[src/rtl/opspec_pkg.sv]
package opspec_pkg;

  typedef enum logic [2:0] {
    ST_IDLE,
    ST_MODE,
    ST_SIB,
    ST_DISP,
    ST_CALC
  } seq_st_t;

  // mode byte: bits [7:6] mode, [5:3] register field, [2:0] r/m
  typedef struct packed {
    logic [1:0] md;
    logic [2:0] rg;
    logic [2:0] rm;
  } mode_t;

  // scale-index-base byte: [7:6] scale, [5:3] index, [2:0] base
  typedef struct packed {
    logic [1:0] sc;
    logic [2:0] ix;
    logic [2:0] bs;
  } sib_t;

  localparam logic [1:0] MD_NODISP = 2'b00;
  localparam logic [1:0] MD_DISP8  = 2'b01;
  localparam logic [1:0] MD_DISP32 = 2'b10;
  localparam logic [1:0] MD_REG    = 2'b11;
  localparam logic [2:0] RM_ESC    = 3'b100;
  localparam logic [2:0] RM_ABS    = 3'b101;
  localparam logic [2:0] IX_NONE   = 3'b100;

  // number of displacement bytes for a mode; abs_sel marks the no-base escape
  function automatic logic [2:0] disp_bytes(input logic [1:0] md, input logic abs_sel);
    logic [2:0] n;
    case (md)
      MD_DISP8:  n = 3'd1;
      MD_DISP32: n = 3'd4;
      MD_NODISP: n = abs_sel ? 3'd4 : 3'd0;
      default:   n = 3'd0;
    endcase
    return n;
  endfunction

endpackage

[src/rtl/opspec_seq.sv]
module opspec_seq
  import opspec_pkg::*;
#(
  parameter int DISP_NB = 4,
  localparam int DIDX_W = $clog2(DISP_NB)
) (
  input  logic              clk,
  input  logic              rst,
  input  logic              start_i,
  input  logic              vld_i,
  input  logic [7:0]        byte_i,
  output mode_t             mode_o,
  output sib_t              sib_o,
  output logic              has_sib_o,
  output logic [2:0]        dlen_o,
  output logic              clr_o,
  output logic              dwe_o,
  output logic [DIDX_W-1:0] didx_o,
  output logic [2:0]        nbytes_o,
  output logic              calc_o
);

  seq_st_t           st_q;
  mode_t             mode_q;
  sib_t              sib_q;
  logic              has_sib_q;
  logic [2:0]        dlen_q;
  logic [DIDX_W-1:0] dcnt_q;
  logic [2:0]        nb_q;

  mode_t      mode_in;
  sib_t       sib_in;
  logic [2:0] len_mode;
  logic [2:0] len_sib;
  logic       last_disp;

  assign mode_in  = mode_t'(byte_i);
  assign sib_in   = sib_t'(byte_i);
  assign len_mode = disp_bytes(mode_in.md, mode_in.rm == RM_ABS);
  assign len_sib  = disp_bytes(mode_q.md, sib_in.bs == RM_ABS);
  assign last_disp = ({1'b0, dcnt_q} == (dlen_q - 3'd1));

  always_ff @(posedge clk) begin
    if (rst) begin
      st_q      <= ST_IDLE;
      mode_q    <= '0;
      sib_q     <= '0;
      has_sib_q <= 1'b0;
      dlen_q    <= '0;
      dcnt_q    <= '0;
      nb_q      <= '0;
    end else begin
      case (st_q)
        ST_IDLE: begin
          if (start_i) begin
            st_q      <= ST_MODE;
            nb_q      <= '0;
            dcnt_q    <= '0;
            has_sib_q <= 1'b0;
            dlen_q    <= '0;
            sib_q     <= '0;
          end
        end
        ST_MODE: begin
          if (vld_i) begin
            mode_q <= mode_in;
            nb_q   <= 3'd1;
            if (mode_in.md == MD_REG) begin
              dlen_q <= '0;
              st_q   <= ST_CALC;
            end else if (mode_in.rm == RM_ESC) begin
              has_sib_q <= 1'b1;
              st_q      <= ST_SIB;
            end else begin
              dlen_q <= len_mode;
              st_q   <= (len_mode == 3'd0) ? ST_CALC : ST_DISP;
            end
          end
        end
        ST_SIB: begin
          if (vld_i) begin
            sib_q  <= sib_in;
            nb_q   <= nb_q + 3'd1;
            dlen_q <= len_sib;
            st_q   <= (len_sib == 3'd0) ? ST_CALC : ST_DISP;
          end
        end
        ST_DISP: begin
          if (vld_i) begin
            nb_q   <= nb_q + 3'd1;
            dcnt_q <= dcnt_q + 1'b1;
            if (last_disp) st_q <= ST_CALC;
          end
        end
        ST_CALC: st_q <= ST_IDLE;
        default: st_q <= ST_IDLE;
      endcase
    end
  end

  assign mode_o    = mode_q;
  assign sib_o     = sib_q;
  assign has_sib_o = has_sib_q;
  assign dlen_o    = dlen_q;
  assign clr_o     = (st_q == ST_IDLE) && start_i;
  assign dwe_o     = (st_q == ST_DISP) && vld_i;
  assign didx_o    = dcnt_q;
  assign nbytes_o  = nb_q;
  assign calc_o    = (st_q == ST_CALC);

endmodule

[src/rtl/opspec_disp.sv]
module opspec_disp #(
  parameter int DATA_W = 32,
  localparam int NB     = DATA_W / 8,
  localparam int IDX_W  = $clog2(NB)
) (
  input  logic              clk,
  input  logic              rst,
  input  logic              clr_i,
  input  logic              we_i,
  input  logic [IDX_W-1:0]  idx_i,
  input  logic [7:0]        byte_i,
  input  logic [2:0]        len_i,
  output logic [DATA_W-1:0] disp_o
);

  logic [DATA_W-1:0] raw_q;

  // one byte lane per displacement byte, filled least significant first
  for (genvar g = 0; g < NB; g++) begin : g_lane
    always_ff @(posedge clk) begin
      if (rst || clr_i) begin
        raw_q[g*8 +: 8] <= 8'h00;
      end else if (we_i && (idx_i == IDX_W'(g))) begin
        raw_q[g*8 +: 8] <= byte_i;
      end
    end
  end

  always_comb begin
    case (len_i)
      3'd0:    disp_o = '0;
      3'd1:    disp_o = {{(DATA_W-8){raw_q[7]}}, raw_q[7:0]};
      default: disp_o = raw_q;
    endcase
  end

endmodule

[src/rtl/opspec_agen.sv]
module opspec_agen
  import opspec_pkg::*;
#(
  parameter int DATA_W = 32,
  parameter int NREG   = 8
) (
  input  mode_t             mode_i,
  input  sib_t              sib_i,
  input  logic              has_sib_i,
  input  logic [DATA_W-1:0] disp_i,
  input  logic [DATA_W-1:0] regs_i [NREG],
  output logic [DATA_W-1:0] ea_o
);

  logic [2:0]        base_sel;
  logic              base_off;
  logic              idx_on;
  logic [DATA_W-1:0] base_val;
  logic [DATA_W-1:0] idx_val;

  always_comb begin
    if (has_sib_i) begin
      base_sel = sib_i.bs;
      base_off = (mode_i.md == MD_NODISP) && (sib_i.bs == RM_ABS);
      idx_on   = (sib_i.ix != IX_NONE);
    end else begin
      base_sel = mode_i.rm;
      base_off = (mode_i.md == MD_NODISP) && (mode_i.rm == RM_ABS);
      idx_on   = 1'b0;
    end
    base_val = base_off ? '0 : regs_i[base_sel];
    idx_val  = idx_on ? (regs_i[sib_i.ix] << sib_i.sc) : '0;
    ea_o     = base_val + idx_val + disp_i;
  end

endmodule

[src/rtl/opspec_decoder.sv]
module opspec_decoder
  import opspec_pkg::*;
#(
  parameter int DATA_W = 32,
  parameter int NREG   = 8,
  localparam int DISP_NB = DATA_W / 8,
  localparam int DIDX_W  = $clog2(DISP_NB)
) (
  input  logic                   clk,
  input  logic                   rst,
  input  logic                   start_i,
  input  logic                   byte_vld_i,
  input  logic [7:0]             byte_i,
  input  logic [NREG*DATA_W-1:0] regs_i,
  output logic                   done_o,
  output logic                   is_reg_o,
  output logic [2:0]             rm_reg_o,
  output logic [2:0]             reg_fld_o,
  output logic [DATA_W-1:0]      ea_o,
  output logic [2:0]             nbytes_o
);

  mode_t             seq_mode;
  sib_t              seq_sib;
  logic              seq_has_sib;
  logic [2:0]        seq_dlen;
  logic              seq_clr;
  logic              seq_dwe;
  logic [DIDX_W-1:0] seq_didx;
  logic [2:0]        seq_nbytes;
  logic              seq_calc;
  logic [DATA_W-1:0] disp_w;
  logic [DATA_W-1:0] ea_w;
  logic [DATA_W-1:0] reg_arr [NREG];

  for (genvar k = 0; k < NREG; k++) begin : g_unpack
    assign reg_arr[k] = regs_i[k*DATA_W +: DATA_W];
  end

  opspec_seq #(.DISP_NB(DISP_NB)) i_seq (
    .clk      (clk),
    .rst      (rst),
    .start_i  (start_i),
    .vld_i    (byte_vld_i),
    .byte_i   (byte_i),
    .mode_o   (seq_mode),
    .sib_o    (seq_sib),
    .has_sib_o(seq_has_sib),
    .dlen_o   (seq_dlen),
    .clr_o    (seq_clr),
    .dwe_o    (seq_dwe),
    .didx_o   (seq_didx),
    .nbytes_o (seq_nbytes),
    .calc_o   (seq_calc)
  );

  opspec_disp #(.DATA_W(DATA_W)) i_disp (
    .clk   (clk),
    .rst   (rst),
    .clr_i (seq_clr),
    .we_i  (seq_dwe),
    .idx_i (seq_didx),
    .byte_i(byte_i),
    .len_i (seq_dlen),
    .disp_o(disp_w)
  );

  opspec_agen #(.DATA_W(DATA_W), .NREG(NREG)) i_agen (
    .mode_i   (seq_mode),
    .sib_i    (seq_sib),
    .has_sib_i(seq_has_sib),
    .disp_i   (disp_w),
    .regs_i   (reg_arr),
    .ea_o     (ea_w)
  );

  always_ff @(posedge clk) begin
    if (rst) begin
      done_o    <= 1'b0;
      is_reg_o  <= 1'b0;
      rm_reg_o  <= '0;
      reg_fld_o <= '0;
      ea_o      <= '0;
      nbytes_o  <= '0;
    end else begin
      done_o <= seq_calc;
      if (seq_calc) begin
        is_reg_o  <= (seq_mode.md == MD_REG);
        rm_reg_o  <= seq_mode.rm;
        reg_fld_o <= seq_mode.rg;
        ea_o      <= (seq_mode.md == MD_REG) ? '0 : ea_w;
        nbytes_o  <= seq_nbytes;
      end
    end
  end

endmodule

[config.mk]
export PLATFORM = sky130hd
export DESIGN_NAME = opspec_decoder
export DESIGN_NICKNAME = d
export VERILOG_FILES = /design/src/rtl/opspec_pkg.sv /design/src/rtl/opspec_seq.sv /design/src/rtl/opspec_disp.sv /design/src/rtl/opspec_agen.sv /design/src/rtl/opspec_decoder.sv
export SDC_FILE = /design/constraint.sdc
export NUM_CORES = 1
export LEC_CHECK = 0
export BUFFER_PORTS_ARGS = -buffer_cell sky130_fd_sc_hd__buf_2
export CAP_MARGIN = 10
export CORE_MARGIN = 2
export CORE_UTILIZATION = 35
export CTS_BUF_LIST = sky130_fd_sc_hd__clkbuf_8
export CTS_CLUSTER_DIAMETER = 120
export DETAILED_ROUTE_END_ITERATION = 8
export SLEW_MARGIN = 30
export SYNTH_ARGS = -nofsm -noshare
export SYNTH_HDL_FRONTEND = slang
export SYNTH_HIERARCHICAL = 1
export SYNTH_SLANG_ARGS = --single-unit
[constraint.sdc]
create_clock -name clk -period 6.4 [get_ports clk]
set_input_delay 1.28 -clock clk [delete_from_list [all_inputs] [get_ports clk]]
set_output_delay 1.28 -clock clk [all_outputs]
set_load 0.01 [all_outputs]
==> results.sh <==
export IMPL_vdd_drop_max_v=0.0000842
export IMPL_cts_post_setup_buffers_inserted=0
export IMPL_clk_latency_ps=380
export IMPL_worst_pin_slew_ps=959
export IMPL_synth_edf_count=0
export IMPL_hold_viol_final=0
export IMPL_synthTopCellsByArea="dfxtp_1, nand2_1, mux4_2"
export IMPL_grt_ovfl_total=0
export IMPL_cts_htree_levels=3
export IMPL_synthCells=1546
export IMPL_cts_root_buffer="clkbuf_8"
export IMPL_synth_xor_area_share_pct=2.22
export IMPL_hold_path_class="reg2reg"
export IMPL_ys_flop_type="dfxtp_1"
export IMPL_avgRoutedWirePerCell_um=20.4
export IMPL_worstSetupStartpointType="flop"
export IMPL_yosysTopAreaCellShare_pct=17.3
export IMPL_first_pass_iters=5
export IMPL_ys_seq_area_share_pct=17.3
export IMPL_grt_max_degree=77
export IMPL_rr_worst_depth=18
export IMPL_ff2ff_setup_slack_ps=820
export IMPL_path_common_cell="a21oi_1"
export IMPL_grt_pass1_wl_mm=70.1
export IMPL_die_w_um=188
export IMPL_dpl_hpwl_mm=35.7
export IMPL_synth_async_reset_ratio_pct=0
export IMPL_fin_nets=2105
export IMPL_ys_ff_latch=102
export IMPL_yosys_area_top_type="dfxtp_1"
export IMPL_setup_viol=0
export IMPL_worstSetupPathType="reg2reg"
export IMPL_synthMuxAreaShare_pct=18.7
export IMPL_p_sw_w=0.000774
export IMPL_clock_power_share_pct=24.3
export IMPL_cts_hold_buf=0
export IMPL_synth_area_mm2=0.0118
export IMPL_io_pins=311
export IMPL_cp_required_ps=6720
export IMPL_finalCritPeriodShare_pct=87.2
export IMPL_crit_slowest_cell="dfxtp_4"
export IMPL_r2r_start="i_seq/sib_o[3]"
export IMPL_setup_tns_ps=0
export IMPL_hold_end="i_seq/mode_o[5]"
export IMPL_r2r_end="ea_o[31]"
export IMPL_routed_wl_mm=45.6
export IMPL_die_y_um=188
export IMPL_crit_buf_inv=1
export IMPL_cts_tree="done"
export IMPL_critical_path_cell_chain="buf_4 -> mux4_2 -> mux2i_1 -> nand2_1 -> o21ai_0 -> o22ai_1 -> fa_1 -> ha_1 -> and3_1 -> or3b_1 -> a21oi_1 -> o211ai_1 -> a31oi_1 -> nor2_1 -> a21oi_1 -> xnor2_1 -> nand3_1 -> a21oi_1"
export IMPL_skew_ps=8.08
export IMPL_remaining_drc_errors=0
export IMPL_nFillCells=3513
export IMPL_clock_fmax_mhz=179
export IMPL_synth_warnings=6
export IMPL_multi_input_area_mm2=0.00914
export IMPL_gp_congestion=0.962
export IMPL_synth_compound_area_share_pct=16.1
export IMPL_setup_ws_ps=819
export IMPL_num_rows=67
export IMPL_worstPathMaxFanout=31
export IMPL_area_delta_synth_final_pct=18.2
export IMPL_die_area_mm2=0.0352
export IMPL_final_antenna_net_count=0
export IMPL_cp_top_family="compound AO/OA/AOI/OAI gates"
export IMPL_start_util_pct=35.4
export IMPL_antenna_found_initial=12
export IMPL_layout_drive_gt1_share_pct=27.3
export IMPL_holdWs_ps=461
export IMPL_powerDensity_mw_per_mm2=144
export IMPL_synthAdderAreaFrac_pct=8.71
export IMPL_synth_top_family_by_area="simple AND/OR/NAND/NOR gates"
export IMPL_crit_start="i_seq/sib_o[3]"
export IMPL_seq_area_mm2=0.00205
export IMPL_relSlewSlack_pct=36.0
export IMPL_io_buffers=310
export IMPL_core_mm2=0.0334
export IMPL_synth_cell_type_count=76
export IMPL_numCtsBuffers=9
export IMPL_whs_path_depth=2
export IMPL_cts_resized=0
export IMPL_grt_use_total_pct=25.1
export IMPL_slew_violations=0
export IMPL_drt_iter0_markers=1074
export IMPL_drv_cap=0
export IMPL_layout_min_cycle_time_ps=5580
export IMPL_cpPeakStageDelay_ps=770
export IMPL_hold_start="i_seq/mode_o[5]"
export IMPL_viasPerCell=5.71
export IMPL_seq_power_share_pct=34.3
export IMPL_clk_pin_slew_ps=100
export IMPL_outcome="finished, final reports clean"
export IMPL_crit_arrival_ps=5900
export IMPL_pwr_share_comb_pct=41.5
export IMPL_clk_path_buf_depth=2
export IMPL_syn_nets=1877
export IMPL_synth_simple_area_share_pct=31.2
export IMPL_end_kind="flop"
export IMPL_p_int_w=0.00123
export IMPL_place_ws_ps=712
export IMPL_vias=12800
export IMPL_rsz0062_at_grt="false"
export IMPL_p_sw_share_pct=38.6
export IMPL_grt_pass1_vias=12300
export IMPL_total_leakage_power_nw=6.39
export IMPL_avgSynthCellArea_um2=7.63
export IMPL_cts_sinks=102
==> how the worst max path moves through the flow <==
stage | to | slack, ps | cells past startpoint
CTS | ea_o[31] | 820 | 18
finish | ea_o[31] | 820 | 18
floorplan | ea_o[18] | 1640 | 18
detailed placement | ea_o[31] | 710 | 18
global placement | ea_o[31] | 730 | 18
global route | ea_o[31] | 410 | 18
==> cells in the final DEF, fill, tap and decap left out, types with 35 or more instances in the layout <==
cell type,netlist,layout
a21oi_1,85,85
nand2_1,398,398
buf_2,22,310
mux2i_1,73,70
and3_1,46,45
nor2_1,70,70
mux4_2,64,64
a311oi_1,38,38
nand2b_1,45,45
dfxtp_1,102,100
o21ai_0,55,55
nand3_1,82,82
a31oi_1,35,35
==> per-layer routing <==
layer	part of all wire, %	routed length [µm]	global-route usage (%)	vias to the layer above
li1	-	-	-	6015
met1	44	19900	33.8	6031
met4	3.3	1510	8.12	2
met3	8.6	3930	5.76	92
met5	0.020	9	0	-
met2	44	20300	39.7	620
==> worst reg2reg max path: stages (launching register included) <==
cell	delay, ps
dfxtp_4	770
buf_4	460
mux4_2	540
mux2i_1	240
nand2_1	130
o21ai_0	270
o22ai_1	200
fa_1	470
ha_1	400
and3_1	230
or3b_1	350
a21oi_1	340
o211ai_1	160
a31oi_1	310
nor2_1	120
a21oi_1	170
xnor2_1	130
nand3_1	80
a21oi_1	150
==> sequential cells by signal, indices dropped and copies added (netlist names) <==
register	count
rm_reg_o	3
i_seq/has_sib_o	1
ea_o	32
i_seq/st_q	3
i_seq/sib_o	8
i_seq/didx_o	2
i_seq/mode_o	8
reg_fld_o	3
i_seq/nbytes_o	3
i_disp/raw_q	32
i_seq/dlen_o	2
done_o	1
nbytes_o	3
is_reg_o	1
==> kinds of logic (layout without fill, tap and decap cells) <==
group	after synthesis	in the layout
DFF	102	102
adders and majority gates	63	63
muxes	140	140
and+or+nand+nor	761	761
buffers and inverters	153	385
xor gates and xnor gates	29	29
other	1	10
AOI/OAI and AO/OA	297	297
==> Yosys cell counts (all sizes together) (4+ instances only) <==
master / instances
dfxtp: 102
nand2: 398
a211oi: 12
inv: 29
nand2b: 45
xor2: 10
buf: 47
a311oi: 38
a31oi: 35
a21o: 14
and3: 46
nor3: 12
ha: 31
a21oi: 86
o21ai: 55
o211ai: 11
nand3: 92
nand3b: 5
mux2i: 73
nor2: 72
or3b: 45
nor2b: 13
fa: 32
and2: 4
clkbuf: 76
o22ai: 22
o22a: 4
xnor2: 19
mux4: 64
==> power by group through the flow <==
stage	registers, W	clock network [W]	logic (W)
global placement	0.000700	0	0.000806
floorplan	0.000683	0	0.000522
finish	0.000687	0.000486	0.000831
detailed placement	0.000701	0	0.000816
global route	0.000691	0.000523	0.000906
CTS	0.000687	0.000497	0.000820
==> area by class of cell <==
type                    instances  share of cell area [%]
inverters                      30                   0.807
repair buffers                340                    13.2
flip-flops and latches        102                    14.7
diodes                          9                   0.161
clock inverters                 4                   0.565
clock buffers                  11                    1.09
well taps                     448                    4.02
multi-input cells            1291                    65.5
==> metrics by stage <==
step           power (W)  instance area (µm²)  util (%)  cells
6_report         0.00200                14000      41.8   2235
5_1_grt          0.00212                13900      41.8   2233
4_1_cts          0.00200                13900      41.7   2226
3_5_place_dp     0.00152                13700      41.1   2211
3_3_place_gp     0.00151                13700      41.0   2211
2_1_floorplan    0.00120                11800         -   1546
(Power assumes the default switching activity.)
